### src/rtl/cfgx_pkg.sv
package cfgx_pkg;

    typedef enum logic [2:0] {
        ST_OFF       = 3'd0,
        ST_RESTART   = 3'd1,
        ST_ABILITY   = 3'd2,
        ST_ACK       = 3'd3,
        ST_LINGER    = 3'd4,
        ST_IDLE_WAIT = 3'd5,
        ST_DONE      = 3'd6
    } cfgx_state_t;

endpackage

### src/rtl/cfgx_link_timer.sv
module cfgx_link_timer #(
    parameter int CNT_W = 20
) (
    input  logic             clk,
    input  logic             rst_n,
    input  logic             start,
    input  logic [CNT_W-1:0] limit,
    output logic             expired
);
    logic [CNT_W-1:0] cnt_q;
    logic             run_q;

    // Counts up from zero after start and parks at the limit.
    always_ff @(posedge clk or negedge rst_n) begin
        if (!rst_n) begin
            cnt_q <= '0;
            run_q <= 1'b0;
        end else if (start) begin
            cnt_q <= '0;
            run_q <= 1'b1;
        end else if (run_q && (cnt_q < limit)) begin
            cnt_q <= cnt_q + 1'b1;
        end
    end

    assign expired = run_q && (cnt_q >= limit);

    // a fresh start always clears expiry on the next cycle
    p_start_clears_r3: assert property (@(posedge clk) disable iff (!rst_n)
        (start && (limit != '0)) |=> !expired);

endmodule

### src/rtl/cfgx_word_matcher.sv
module cfgx_word_matcher #(
    parameter int WORD_W  = 16,
    parameter int ACK_POS = 14,
    parameter int RUN_N   = 3
) (
    input  logic              clk,
    input  logic              rst_n,
    input  logic              clear,
    input  logic              ev_valid,
    input  logic              ev_cfg,
    input  logic [WORD_W-1:0] ev_word,
    input  logic              ignore_ack,
    input  logic              need_ack,
    output logic              hit,
    output logic [WORD_W-1:0] held_word
);
    localparam int RUN_W = $clog2(RUN_N + 1);
    localparam logic [WORD_W-1:0] ACK_MASK = {{(WORD_W-1){1'b0}}, 1'b1} << ACK_POS;
    localparam logic [RUN_W-1:0]  RUN_TOP  = RUN_W'(RUN_N);

    logic [RUN_W-1:0]  run_q;
    logic [WORD_W-1:0] word_q;
    logic [WORD_W-1:0] cmp_mask;
    logic              same;
    logic              qualified;

    always_comb begin
        cmp_mask  = ignore_ack ? ~ACK_MASK : '1;
        same      = (((ev_word ^ word_q) & cmp_mask) == '0);
        qualified = ev_cfg && (!need_ack || ((ev_word & ACK_MASK) != '0));
    end

    always_ff @(posedge clk or negedge rst_n) begin
        if (!rst_n) begin
            run_q  <= '0;
            word_q <= '0;
        end else if (clear) begin
            run_q <= '0;
        end else if (ev_valid) begin
            if (!qualified) begin
                run_q <= '0;
            end else begin
                word_q <= ev_word;
                if ((run_q != '0) && same) begin
                    if (run_q != RUN_TOP) run_q <= run_q + 1'b1;
                end else begin
                    run_q <= {{(RUN_W-1){1'b0}}, 1'b1};
                end
            end
        end
    end

    assign hit       = (run_q == RUN_TOP);
    assign held_word = word_q;

    // a run can only complete on a received configuration event
    p_hit_on_cfg_r5: assert property (@(posedge clk) disable iff (!rst_n)
        $rose(hit) |-> $past(ev_valid && ev_cfg));

    // with acknowledge demanded, a completed run holds an acknowledged word
    p_ack_word_r6: assert property (@(posedge clk) disable iff (!rst_n)
        ($rose(hit) && $past(need_ack)) |-> ((held_word & ACK_MASK) != '0));

endmodule

### src/rtl/cfgx_idle_run.sv
module cfgx_idle_run #(
    parameter int RUN_N = 3
) (
    input  logic clk,
    input  logic rst_n,
    input  logic clear,
    input  logic ev_valid,
    input  logic ev_cfg,
    output logic hit
);
    localparam int RUN_W = $clog2(RUN_N + 1);
    localparam logic [RUN_W-1:0] RUN_TOP = RUN_W'(RUN_N);

    logic [RUN_W-1:0] run_q;

    always_ff @(posedge clk or negedge rst_n) begin
        if (!rst_n) begin
            run_q <= '0;
        end else if (clear) begin
            run_q <= '0;
        end else if (ev_valid) begin
            if (ev_cfg)                run_q <= '0;
            else if (run_q != RUN_TOP) run_q <= run_q + 1'b1;
        end
    end

    assign hit = (run_q == RUN_TOP);

    // the idle run completes only on an idle event
    p_idle_hit_r8: assert property (@(posedge clk) disable iff (!rst_n)
        $rose(hit) |-> $past(ev_valid && !ev_cfg));

endmodule

### src/rtl/cfg_exchange_ctrl.sv
module cfg_exchange_ctrl
    import cfgx_pkg::*;
#(
    parameter int WORD_W  = 16,
    parameter int ACK_POS = 14,
    parameter int RUN_N   = 3,
    parameter int TMR_W   = 20
) (
    input  logic              clk,
    input  logic              rst_n,
    input  logic              link_ok,
    input  logic              an_enable,
    input  logic              rx_evt_valid,
    input  logic              rx_is_cfg,
    input  logic [WORD_W-1:0] rx_word,
    input  logic [TMR_W-1:0]  timer_limit,
    input  logic [WORD_W-1:0] local_ability,
    output logic              tx_send_cfg,
    output logic [WORD_W-1:0] tx_word,
    output logic [WORD_W-1:0] partner_ability,
    output logic              an_done
);
    localparam logic [WORD_W-1:0] ACK_MASK = {{(WORD_W-1){1'b0}}, 1'b1} << ACK_POS;

    cfgx_state_t       state_q, state_d;
    logic              go;
    logic              leave;
    logic              tmr_start, tmr_expired;
    logic              m_hit;
    logic [WORD_W-1:0] m_word;
    logic              idle_hit;
    logic              zero_cfg;
    logic [WORD_W-1:0] partner_q;

    assign go       = link_ok && an_enable;
    assign zero_cfg = rx_evt_valid && rx_is_cfg && (rx_word == '0);

    // Next-state logic
    always_comb begin
        state_d = state_q;
        if (!go) begin
            state_d = ST_OFF;
        end else begin
            unique case (state_q)
                ST_OFF:       state_d = ST_RESTART;
                ST_RESTART:   if (tmr_expired) state_d = ST_ABILITY;
                ST_ABILITY:   if (m_hit)       state_d = ST_ACK;
                ST_ACK:       if (m_hit)       state_d = ST_LINGER;
                ST_LINGER:    if (tmr_expired) state_d = ST_IDLE_WAIT;
                ST_IDLE_WAIT: if (idle_hit)    state_d = ST_DONE;
                ST_DONE:      if (zero_cfg)    state_d = ST_RESTART;
                default:      state_d = ST_OFF;
            endcase
        end
    end

    assign leave     = (state_d != state_q);
    assign tmr_start = leave && ((state_d == ST_RESTART) || (state_d == ST_LINGER));

    // State register and partner capture
    always_ff @(posedge clk or negedge rst_n) begin
        if (!rst_n) begin
            state_q   <= ST_OFF;
            partner_q <= '0;
        end else begin
            state_q <= state_d;
            if ((state_q == ST_ABILITY) && (state_d == ST_ACK))
                partner_q <= m_word;
        end
    end

    // Outputs decoded from the state
    always_comb begin
        tx_send_cfg = 1'b0;
        tx_word     = '0;
        an_done     = 1'b0;
        unique case (state_q)
            ST_RESTART: begin
                tx_send_cfg = 1'b1;
                tx_word     = '0;
            end
            ST_ABILITY: begin
                tx_send_cfg = 1'b1;
                tx_word     = local_ability & ~ACK_MASK;
            end
            ST_ACK, ST_LINGER: begin
                tx_send_cfg = 1'b1;
                tx_word     = local_ability | ACK_MASK;
            end
            ST_DONE:  an_done = 1'b1;
            default:  tx_send_cfg = 1'b0;
        endcase
    end

    assign partner_ability = partner_q;

    cfgx_link_timer #(
        .CNT_W (TMR_W)
    ) u_timer (
        .clk     (clk),
        .rst_n   (rst_n),
        .start   (tmr_start),
        .limit   (timer_limit),
        .expired (tmr_expired)
    );

    cfgx_word_matcher #(
        .WORD_W  (WORD_W),
        .ACK_POS (ACK_POS),
        .RUN_N   (RUN_N)
    ) u_match (
        .clk        (clk),
        .rst_n      (rst_n),
        .clear      (leave),
        .ev_valid   (rx_evt_valid),
        .ev_cfg     (rx_is_cfg),
        .ev_word    (rx_word),
        .ignore_ack (state_q == ST_ABILITY),
        .need_ack   (state_q == ST_ACK),
        .hit        (m_hit),
        .held_word  (m_word)
    );

    cfgx_idle_run #(
        .RUN_N (RUN_N)
    ) u_idle (
        .clk      (clk),
        .rst_n    (rst_n),
        .clear    (leave),
        .ev_valid (rx_evt_valid && (state_q == ST_IDLE_WAIT)),
        .ev_cfg   (rx_is_cfg),
        .hit      (idle_hit)
    );

    // losing sync or enable forces idles on the next cycle
    p_off_idle_r2: assert property (@(posedge clk) disable iff (!rst_n)
        !go |=> (!tx_send_cfg && !an_done));

    // the zero-word phase is held until the timer reports expiry
    p_restart_hold_r3: assert property (@(posedge clk) disable iff (!rst_n)
        ((state_q == ST_RESTART) && !tmr_expired && go) |=> (state_q == ST_RESTART));

    // entering the acknowledge phase needs a completed match
    p_ack_entry_r5: assert property (@(posedge clk) disable iff (!rst_n)
        $rose(state_q == ST_ACK) |-> $past(m_hit));

    // completion follows a completed idle run
    p_done_entry_r8: assert property (@(posedge clk) disable iff (!rst_n)
        $rose(an_done) |-> $past(idle_hit));

    // a zero word after completion restarts with zero advertised
    p_zero_restart_r9: assert property (@(posedge clk) disable iff (!rst_n)
        (an_done && zero_cfg && go) |=> (tx_send_cfg && (tx_word == '0) && !an_done));

    // the captured word moves only when leaving ABILITY
    p_partner_hold_r10: assert property (@(posedge clk) disable iff (!rst_n)
        (state_q != ST_ABILITY) |=> $stable(partner_ability));

endmodule

### config.mk
export PLATFORM = sky130hd
export DESIGN_NAME = cfg_exchange_ctrl
export DESIGN_NICKNAME = d
export VERILOG_FILES = /design/src/rtl/cfgx_pkg.sv /design/src/rtl/cfgx_link_timer.sv /design/src/rtl/cfgx_word_matcher.sv /design/src/rtl/cfgx_idle_run.sv /design/src/rtl/cfg_exchange_ctrl.sv
export SDC_FILE = /design/constraint.sdc
export NUM_CORES = 1
export LEC_CHECK = 0
export BUFFER_PORTS_ARGS = -buffer_cell sky130_fd_sc_hd__buf_2
export CAP_MARGIN = 10
export CORE_AREA = 2 2 91 115
export DETAILED_ROUTE_END_ITERATION = 6
export DIE_AREA = 0 0 93 117
export GPL_TIMING_DRIVEN = 0
export HOLD_SLACK_MARGIN = 0.15
export PLACE_DENSITY = 0.64
export SLEW_MARGIN = 25
export SYNTH_ARGS = -nofsm -noshare
export SYNTH_HDL_FRONTEND = slang
export SYNTH_SLANG_ARGS = --single-unit
### constraint.sdc
create_clock -name clk -period 3.3 [get_ports clk]
set_input_delay 0.66 -clock clk [delete_from_list [all_inputs] [get_ports clk]]
set_output_delay 0.66 -clock clk [all_outputs]
set_load 0.02 [all_outputs]
==> impl_metrics.tcl, run 1 <==
set metrics [dict create \
    synth-compound-area-share_pct 9.332 \
    finalClockSkew_ns 0.006403 \
    layout-drive-gt1-share_pct 31.80 \
    worstPathMaxFanout 10 \
    die_h_um 117 \
    ff2ff_setup_slack_ns 0.16 \
    grtUsageTotal_pct 16.24 \
    status "finished, final reports clean" \
    synthCells 394 \
    max_freq_ghz 0.3168 \
    die-area_um2 10880 \
    critical_path_required_ns 3.50 \
    crit_family "compound AO/OA/AOI/OAI gates" \
    clkSinkCount 60 \
    cts_made_buffers 9 \
    antenna_cells 0 \
    hpwlAfterDp_um 6642 \
    viasPerCell 5.100 \
    cts_hold_buf 0 \
    synth_edf_count 0 \
    gp_congestion 0.8181 \
    antenna_found_initial 0 \
    yosys_warnings 0 \
    netlist_area_um2 3821 \
    post-route-util_pct 48.20 \
    period_needed_ns 3.156 \
    grt_first_pass_wirelength_um 14030 \
    grt_pass1_vias 3156 \
    crit_top_cell "buf_2" \
    worst-setup-path-type "primary input to flop" \
    worst_pin_slew_ns 0.7569 \
    r2r-end "u_match.held_word[11]$_DFFE_PN0P_" \
    maxSlewHeadroom_pct 49.54 \
    hold_class "primary input to asynchronous set/reset pin" \
    grt_max_degree 61 \
    crit_path_start_kind "primary input" \
    clk_pin_slew_worst_paths_ns 0.05 \
    power.density_nw_per_um2 474.8 \
    fin_hold_ws_ns 0.3874 \
    max_cap_violations 0 \
    ios 92 \
    synth_top_family_by_area "simple AND/OR/NAND/NOR gates" \
    fin_nets 577 \
    critPathMaxStageDelay_ns 0.37 \
    area_growth_pct 24.23 \
    syn-mean-instance-area_um2 9.698 \
    htree_levels 3 \
    slew_viol_final 0 \
    wl_per_cell_um 13.79 \
    synth-seq-area-share_pct 39.29 \
    ant_nets 0 \
    worstSetupEndpointType "flop" \
    numPortBuffers 90 \
    ir_drop_uv 302.1 \
    dp_cells 613 \
    wl_um 8677 \
    power_uw 2254 \
    crit_buf_inv 4 \
    synth-simple-area-share_pct 20.66 \
    ctsRootBufferMaster "clkbuf_16" \
    drc 0 \
    yosys_register_bits 60 \
    setup_viol 0 \
    hold_violations 0 \
    critical_path.startpoint "timer_limit[1]" \
    synth-xor-area-share_pct 8.251 \
    vias 3208 \
    slowest_stage "mux2_2" \
    ys.flop_type "dfrtp_1" \
    rr_worst_depth 10 \
    grt.overflow.total 0 \
    initial_core_util_pct 38.80 \
    synth_fa_ha_area_share_pct 7.859 \
    synth_nets 476 \
    finalSetupTns_ns 0 \
    rsz0062_at_grt "no" \
    muxShareOfSynthArea_pct 9.692 \
    reg2reg_from "u_timer.cnt_q[1]$_DFFE_PN0P_" \
    synth_cell_type_count 51 \
    cp.arrival_ns 3.36 \
    clkLatencyLatePin_ns 0.33 \
    finalCritPeriodShare_pct 95.65 \
    tritoncts "yes" \
    coreArea_um2 9849 \
    fin_cells 629 \
    clk_path_buf_depth 2 \
    path_cells "buf_2, inv_1, ha_1, nor2b_4, o211a_1, o31ai_1, nand3_1, a21oi_1, and3_1, buf_2, buf_2, mux2_2" \
    leakagePower_uw 0.002321 \
    rows 41 \
    drt_iter0_drc 79 \
    die_w_um 93 \
    synthArstFlopShare_pct 100.0 \
    first_pass_iters 4 \
]
layout make-up:
class | instances | area [µm²]
inverter | 31 | 116.4
buffer | 13 | 71.32
clock buffer | 9 | 225.2
sequential | 60 | 1501
clock inverter | 7 | 81.33
multi-input combinational | 290 | 2137
tap | 129 | 161.4
fill | 965 | 5102
timing repair buffer | 90 | 452.9
flip-flops by register name, indices dropped and copies added, names as in the netlist:
| register | count |
|---|---|
| u_timer.cnt_q | 20 |
| partner_ability | 16 |
| u_match.held_word | 16 |
| state_q | 3 |
| u_idle.run_q | 2 |
| u_match.run_q | 2 |
| u_timer.run_q | 1 |
worst max-delay path by stage:
stage               slack (ns)  cells past startpoint                           endpoint
global route              0.02                     10  u_match.held_word[11]$_DFFE_PN0P_
detailed placement       -0.17                     12  u_match.held_word[11]$_DFFE_PN0P_
floorplan                 0.27                     10       u_timer.cnt_q[5]$_DFFE_PN0P_
CTS                       0.15                     10  u_match.held_word[11]$_DFFE_PN0P_
finish                    0.14                     12  u_match.held_word[11]$_DFFE_PN0P_
global placement         -0.14                     12  u_match.held_word[14]$_DFFE_PN0P_
per-stage QoR:
stage | setup slack, ns | instance area [µm²]
6_report | 0.1436 | 4747
5_1_grt | 0.02320 | 4747
4_1_cts | 0.1454 | 4742
3_5_place_dp | -0.1668 | 4436
3_3_place_gp | -0.1370 | 4433
2_1_floorplan | 0.2660 | 3821
cell usage in the layout (no fill, tap or decap), types with 4 or more instances in the layout:
cell type and n:
nand2_1 24, nand3_1 14, ha_1 24, o21ai_0 11, xor2_1 4, xnor2_1 32
nor4_1 10, clkbuf_16 9, and3_1 6, mux2_2 31, nand4_1 11, nor3_1 15
nor2b_1 18, a21oi_1 16, buf_2 95, dfrtp_1 60, inv_1 31, clkbuf_1 5
nor2_1 28
synthesized netlist by cell type, types with 2 or more instances:
cell type   n  area share, %
o211a_1     2           0.52
o31ai_1     2           0.39
and3_1      6           0.98
nand2_1    24            2.4
inv_1      31            3.0
nand4_1    11            1.8
clkbuf_1    5           0.49
mux2_2     31            9.1
a21oi_1    16            2.1
nor2_2      3           0.49
nor4_1     10            1.6
a211oi_1    2           0.39
nor2b_1    18            2.9
o311ai_0    2           0.46
dfrtp_1    60             39
a22oi_1     2           0.39
or2_2       3           0.49
nor2_1     28            2.8
o22a_1      2           0.46
nand3_1    14            1.8
o21ai_0    11            1.4
ha_1       24            7.9
and4_1      3           0.69
buf_6       2           0.59
buf_2       6           0.79
xnor2_1    32            7.3
o31a_1      2           0.46
nor3_1     15            2.0
nor4_4      2            1.1
xor2_1      4           0.92
report_power, final:
| part | total (µW) | internal (µW) | switching (µW) |
|---|---|---|---|
| Combinational | 404 | 209 | 195 |
| Clock | 949 | 594 | 355 |
| Sequential | 901 | 815 | 86.2 |
metal layers:
layer | vias to the layer above | global-route usage (%) | share of wire (%)
met5 | - | 0 | 0
met4 | 0 | 6.961 | 1.9
met3 | 17 | 3.137 | 4.7
met2 | 85 | 29.28 | 51
met1 | 1508 | 18.87 | 42
li1 | 1598 | - | -
timing repair:
action	in CTS	in global routing
endpoints found under the setup margin	0	10
buffers inserted	0	0
gates resized for setup	0	1
cells by family (layout without fill, tap and decap cells):
group | Yosys count | count (layout)
buf+inv | 44 | 150
xor+xnor | 36 | 36
mux | 33 | 33
compound gates | 53 | 53
fa+ha+maj | 24 | 24
simple gates | 144 | 144
flops | 60 | 60
Power figures use the tool's default switching activity.
==> inputs of run 2 (changes only) <==
==> constraint.sdc (replaced) <==
create_clock -name clk -period 3.2 [get_ports clk]
set_input_delay 0.64 -clock clk [delete_from_list [all_inputs] [get_ports clk]]
set_output_delay 0.64 -clock clk [all_outputs]
set_load 0.02 [all_outputs]
==> impl_metrics.tcl, run 2 (synthesis results as in run 1) <==
set metrics [dict create \
    rows 41 \
    reg2reg_from "u_timer.cnt_q[11]$_DFFE_PN0P_" \
    clk_path_buf_depth 2 \
    power_uw 2323 \
    worstSetupEndpointType "flop" \
    grt.overflow.total 0 \
    critical_path_required_ns 3.40 \
    die-area_um2 10880 \
    ios 92 \
    drt_iter0_drc 71 \
    status "finished, final reports clean" \
    die_w_um 93 \
    hold_class "primary input to asynchronous set/reset pin" \
    ff2ff_setup_slack_ns 0.14 \
    grt_max_degree 61 \
    numPortBuffers 90 \
    final_common_cell "buf_2" \
    leakagePower_uw 0.002337 \
    ir_drop_uv 310.4 \
    final_cell_mix "94 x buf_2, 60 x dfrtp_1, 32 x xnor2_1" \
    max_freq_ghz 0.3263 \
    max_cap_violations 0 \
    htree_levels 3 \
    cp.arrival_ns 3.27 \
    ant_nets 0 \
    clkSinkCount 60 \
    worst-setup-path-type "flop to flop" \
    grt_first_pass_wirelength_um 14030 \
    fillers 964 \
    antenna_cells 0 \
    largest-register "u_timer.cnt_q" \
    period_needed_ns 3.065 \
    finish.instance_area_um2 4776 \
    rr_worst_depth 10 \
    clk_pin_slew_worst_paths_ns 0.05 \
    layout-drive-gt1-share_pct 32.41 \
    post-route-util_pct 48.49 \
    area_growth_pct 24.98 \
    hold_violations 0 \
    vias 3204 \
    r2r-end "u_match.held_word[11]$_DFFE_PN0P_" \
    fin_ws_ns 0.1351 \
    first_pass_iters 4 \
    grt_pass1_vias 3156 \
    die_h_um 117 \
    maxSlewHeadroom_pct 49.52 \
    crit_path_start_kind "flop" \
    coreArea_um2 9849 \
    pre_cts_slack_ns -0.2468 \
    ctsRootBufferMaster "clkbuf_16" \
    placedInstanceArea_um2 4436 \
    grtUsageTotal_pct 16.24 \
    clkLatencyLatePin_ns 0.32 \
    gp_congestion 0.8181 \
    antenna_found_initial 0 \
    tritoncts "yes" \
    setup_viol 0 \
    power.density_nw_per_um2 486.4 \
    slew_viol_final 0 \
    wl_per_cell_um 13.73 \
    hpwlAfterDp_um 6642 \
    wl_um 8679 \
    worstPathMaxFanout 10 \
    cts_made_buffers 9 \
    initial_core_util_pct 38.80 \
    fin_nets 580 \
    largest_reg_flops 20 \
    rsz0062_at_grt "no" \
    finalClockSkew_ns 0.006515 \
    drc 0 \
    worst_pin_slew_ns 0.7572 \
    viasPerCell 5.070 \
    finalCritPeriodShare_pct 95.78 \
]
[run 2: layout make-up]
class / count / area, µm² / share of cell area (%)
repair buffers: 93 / 475.5 / 9.955
clock inverters: 7 / 81.33 / 1.703
flip-flops and latches: 60 / 1501 / 31.44
multi-input cells: 290 / 2141 / 44.83
clock buffers: 9 / 225.2 / 4.716
plain buffers: 13 / 73.82 / 1.546
inverters: 31 / 116.4 / 2.436
well taps: 129 / 161.4 / 3.380
[run 2: power breakdown]
group	switching, µW	internal [µW]
logic	201	216
clock network	364	612
registers	89.2	840
[run 2: worst max-delay path, stage by stage (launching register included)]
cell	delay, ns
dfrtp_1	0.44
ha_1	0.34
a21oi_1	0.18
o21ai_0	0.12
a21oi_1	0.33
nand3_1	0.26
a21oi_2	0.25
and3_1	0.21
buf_2	0.20
clkbuf_4	0.25
mux2_2	0.35
[run 2: how the worst max path moves through the flow]
stage | startpoint | endpoint | slack, ns | depth (start not counted)
after global routing | u_timer.cnt_q[11]$_DFFE_PN0P_ | u_match.held_word[11]$_DFFE_PN0P_ | 0.03 | 10
after floorplan | timer_limit[1] | u_timer.cnt_q[5]$_DFFE_PN0P_ | 0.19 | 10
after detailed placement | timer_limit[7] | u_match.held_word[11]$_DFFE_PN0P_ | -0.25 | 12
after CTS | u_timer.cnt_q[7]$_DFFE_PN0P_ | u_match.held_word[11]$_DFFE_PN0P_ | 0.05 | 10
after global placement | timer_limit[1] | u_match.held_word[14]$_DFFE_PN0P_ | -0.22 | 12
final | u_timer.cnt_q[11]$_DFFE_PN0P_ | u_match.held_word[11]$_DFFE_PN0P_ | 0.14 | 10
[run 2: per-layer routing]
layer / vias to the layer above / wire length, µm / global-route usage, %
met2: 78 / 4412 / 29.28
met1: 1504 / 3689 / 18.87
met5: - / 0 / 0
li1: 1603 / - / -
met4: 0 / 179 / 6.961
met3: 19 / 398 / 3.137
[run 2: what timing repair did]
action                                  4_1_cts  5_1_grt
resized for setup                             0        3
endpoints found under the setup margin        0       20
hold buffers                                  0        0
buffers inserted                              0        3
[run 2: per-stage QoR]
| step | TNS (ns) | std cells | hold slack, ns |
|---|---|---|---|
| 3_5_place_dp | -6.007 | 613 | 0.4830 |
| 6_report | 0 | 632 | 0.3682 |
| 2_1_floorplan | 0 | 394 | 0.3444 |
| 3_3_place_gp | -4.493 | 613 | 0.4753 |
| 4_1_cts | 0 | 629 | 0.4222 |
| 5_1_grt | 0 | 632 | 0.4670 |
==> inputs of run 3 (changes only) <==
--- a/config.mk
+++ b/config.mk
@@ -13,6 +13,7 @@
 export GPL_TIMING_DRIVEN = 0
 export HOLD_SLACK_MARGIN = 0.15
 export PLACE_DENSITY = 0.64
+export SETUP_SLACK_MARGIN = 0.15
 export SLEW_MARGIN = 25
 export SYNTH_ARGS = -nofsm -noshare
 export SYNTH_HDL_FRONTEND = slang
==> impl_metrics.tcl, run 3 (synthesis results as in run 1) <==
set metrics [dict create \
    status "finished, final reports clean" \
    die-area_um2 10880 \
    ctsRootBufferMaster "clkbuf_16" \
    largest-register "u_timer.cnt_q" \
    wl_um 8973 \
    power_uw 2358 \
    drc 0 \
    rows 41 \
    ff2ff_setup_slack_ns 0.20 \
    worst-setup-path-type "flop to flop" \
    p_clk_share_pct 41.5 \
    vias 3205 \
    power_frac_seq_pct 39.6 \
    fin_nets 586 \
    clkLatencyLatePin_ns 0.33 \
    ios 92 \
    worstPathMaxFanout 10 \
    met3_wirelength_um 372 \
    crit_path_start_kind "flop" \
    initial_core_util_pct 38.80 \
    tritoncts "yes" \
    slew_viol_final 0 \
    grtUsageTotal_pct 16.30 \
    grt_pass1_vias 3161 \
    die_w_um 93 \
    numPortBuffers 90 \
    drt_iter0_drc 73 \
    final_common_cell "buf_2" \
    ant_nets 0 \
    hold_class "primary input to asynchronous set/reset pin" \
    max_cap_violations 0 \
    period_needed_ns 3.001 \
    power.density_nw_per_um2 481.7 \
    top_layer "met4" \
    internal-power_uw 1688 \
    htree_levels 3 \
    leakagePower_uw 0.002363 \
    first_pass_iters 4 \
    max_freq_ghz 0.3333 \
    coreArea_um2 9849 \
    worstSetupEndpointType "flop" \
    grt_first_pass_wirelength_um 14090 \
    antenna_cells 0 \
    maxSlewHeadroom_pct 48.95 \
    clk_pin_slew_worst_paths_ns 0.05 \
    final_cell_mix "94 x buf_2, 59 x dfrtp_1, 32 x xnor2_1" \
    hold_violations 0 \
    comb_power_share_pct 18.9 \
    gp_congestion 0.8181 \
    cts_made_buffers 9 \
    die_h_um 117 \
    largest_reg_flops 20 \
    critical_path_required_ns 3.40 \
    cts_hold_buf 0 \
    grt_max_degree 61 \
    layout-drive-gt1-share_pct 34.58 \
    setup_viol 0 \
    grt.overflow.total 0 \
    rsz0062_at_grt "no" \
    clkSinkCount 60 \
    wl_per_cell_um 14.06 \
    clk_path_buf_depth 2 \
    wl_met1_um 3900 \
    swShare_pct 28.44 \
    post-route-util_pct 49.71 \
    ir_drop_uv 313.4 \
    worst_pin_slew_ns 0.7657 \
    finalCritPeriodShare_pct 93.77 \
    dr_wl_met2_um 4525 \
    finalClockSkew_ns 0.006461 \
    p_switching_uw 670.6 \
    antenna_found_initial 0 \
    area_growth_pct 28.13 \
    hpwlAfterDp_um 6642 \
    cp.arrival_ns 3.20 \
    viasPerCell 5.024 \
]
-- run 3: cell count changes in the layout (fill, tap and decap cells not counted), sizes merged --
cell  delta
buf      +6
-- run 3: area by class of cell --
cell class	count	area, µm²
Tap cell	129	161.4
Clock inverter	7	81.33
Clock buffer	9	225.2
Fill cell	960	4954
Buffer	13	80.08
Timing Repair Buffer	99	521.8
Inverter	31	116.4
Multi-Input combinational cell	290	2207
Sequential cell	60	1503
-- run 3: what timing repair did --
action / 4_1_cts / 5_1_grt
cloned: 0 / 2
gates resized for setup: 4 / 13
pin swaps: 0 / 5
hold endpoints to repair: 0 / 0
setup endpoints to repair: 20 / 40
setup buffers: 0 / 7
-- run 3: stage by stage --
step / setup TNS (ns) / instance area, µm² / hold WS [ns] / setup WS [ns] / instances
2_1_floorplan: 0 / 3821 / 0.3444 / 0.1860 / 394
3_5_place_dp: -6.007 / 4436 / 0.4830 / -0.2468 / 613
4_1_cts: 0 / 4756 / 0.4222 / 0.1796 / 629
3_3_place_gp: -4.493 / 4433 / 0.4753 / -0.2170 / 613
6_report: 0 / 4896 / 0.3703 / 0.1993 / 638
5_1_grt: 0 / 4896 / 0.4547 / 0.1268 / 638
-- run 3: power by group through the flow --
stage | sequential [µW] | clock [µW] | combinational (µW)
final | 933 | 978 | 446
after global routing | 951 | 1030 | 507
after CTS | 930 | 996 | 423
after detailed placement | 944 | 0 | 418
after global placement | 940 | 0 | 404
after floorplan | 919 | 0 | 307
-- run 3: per-layer routing --
layer / vias up / track usage [%]
li1: 1614 / -
met1: 1497 / 18.95
met2: 77 / 29.42
met3: 17 / 3.137
met4: 0 / 6.961
met5: - / 0
-- run 3: critical path: stages, from the launching register on --
cell     delay, ns
dfrtp_1       0.44
ha_1          0.34
a21oi_1       0.19
o21ai_0       0.17
a21oi_2       0.29
nand3_1       0.23
a21oi_2       0.23
and3_1        0.20
buf_2         0.20
buf_4         0.22
mux2_2        0.35
-- run 3: final timing paths --
check | from | end | depth (start not counted)
max in group asynchronous | rst_n | u_timer.cnt_q[7]$_DFFE_PN0P_ | 1
max reg2reg | u_timer.cnt_q[11]$_DFFE_PN0P_ | u_match.held_word[11]$_DFFE_PN0P_ | 10
min in group clk | partner_ability[14]$_DFFE_PN0P_ | partner_ability[14]$_DFFE_PN0P_ | 1
min | rst_n | u_idle.run_q[0]$_DFFE_PN0P_ | 1
min reg2reg | partner_ability[14]$_DFFE_PN0P_ | partner_ability[14]$_DFFE_PN0P_ | 1
max | u_timer.cnt_q[11]$_DFFE_PN0P_ | u_match.held_word[11]$_DFFE_PN0P_ | 10
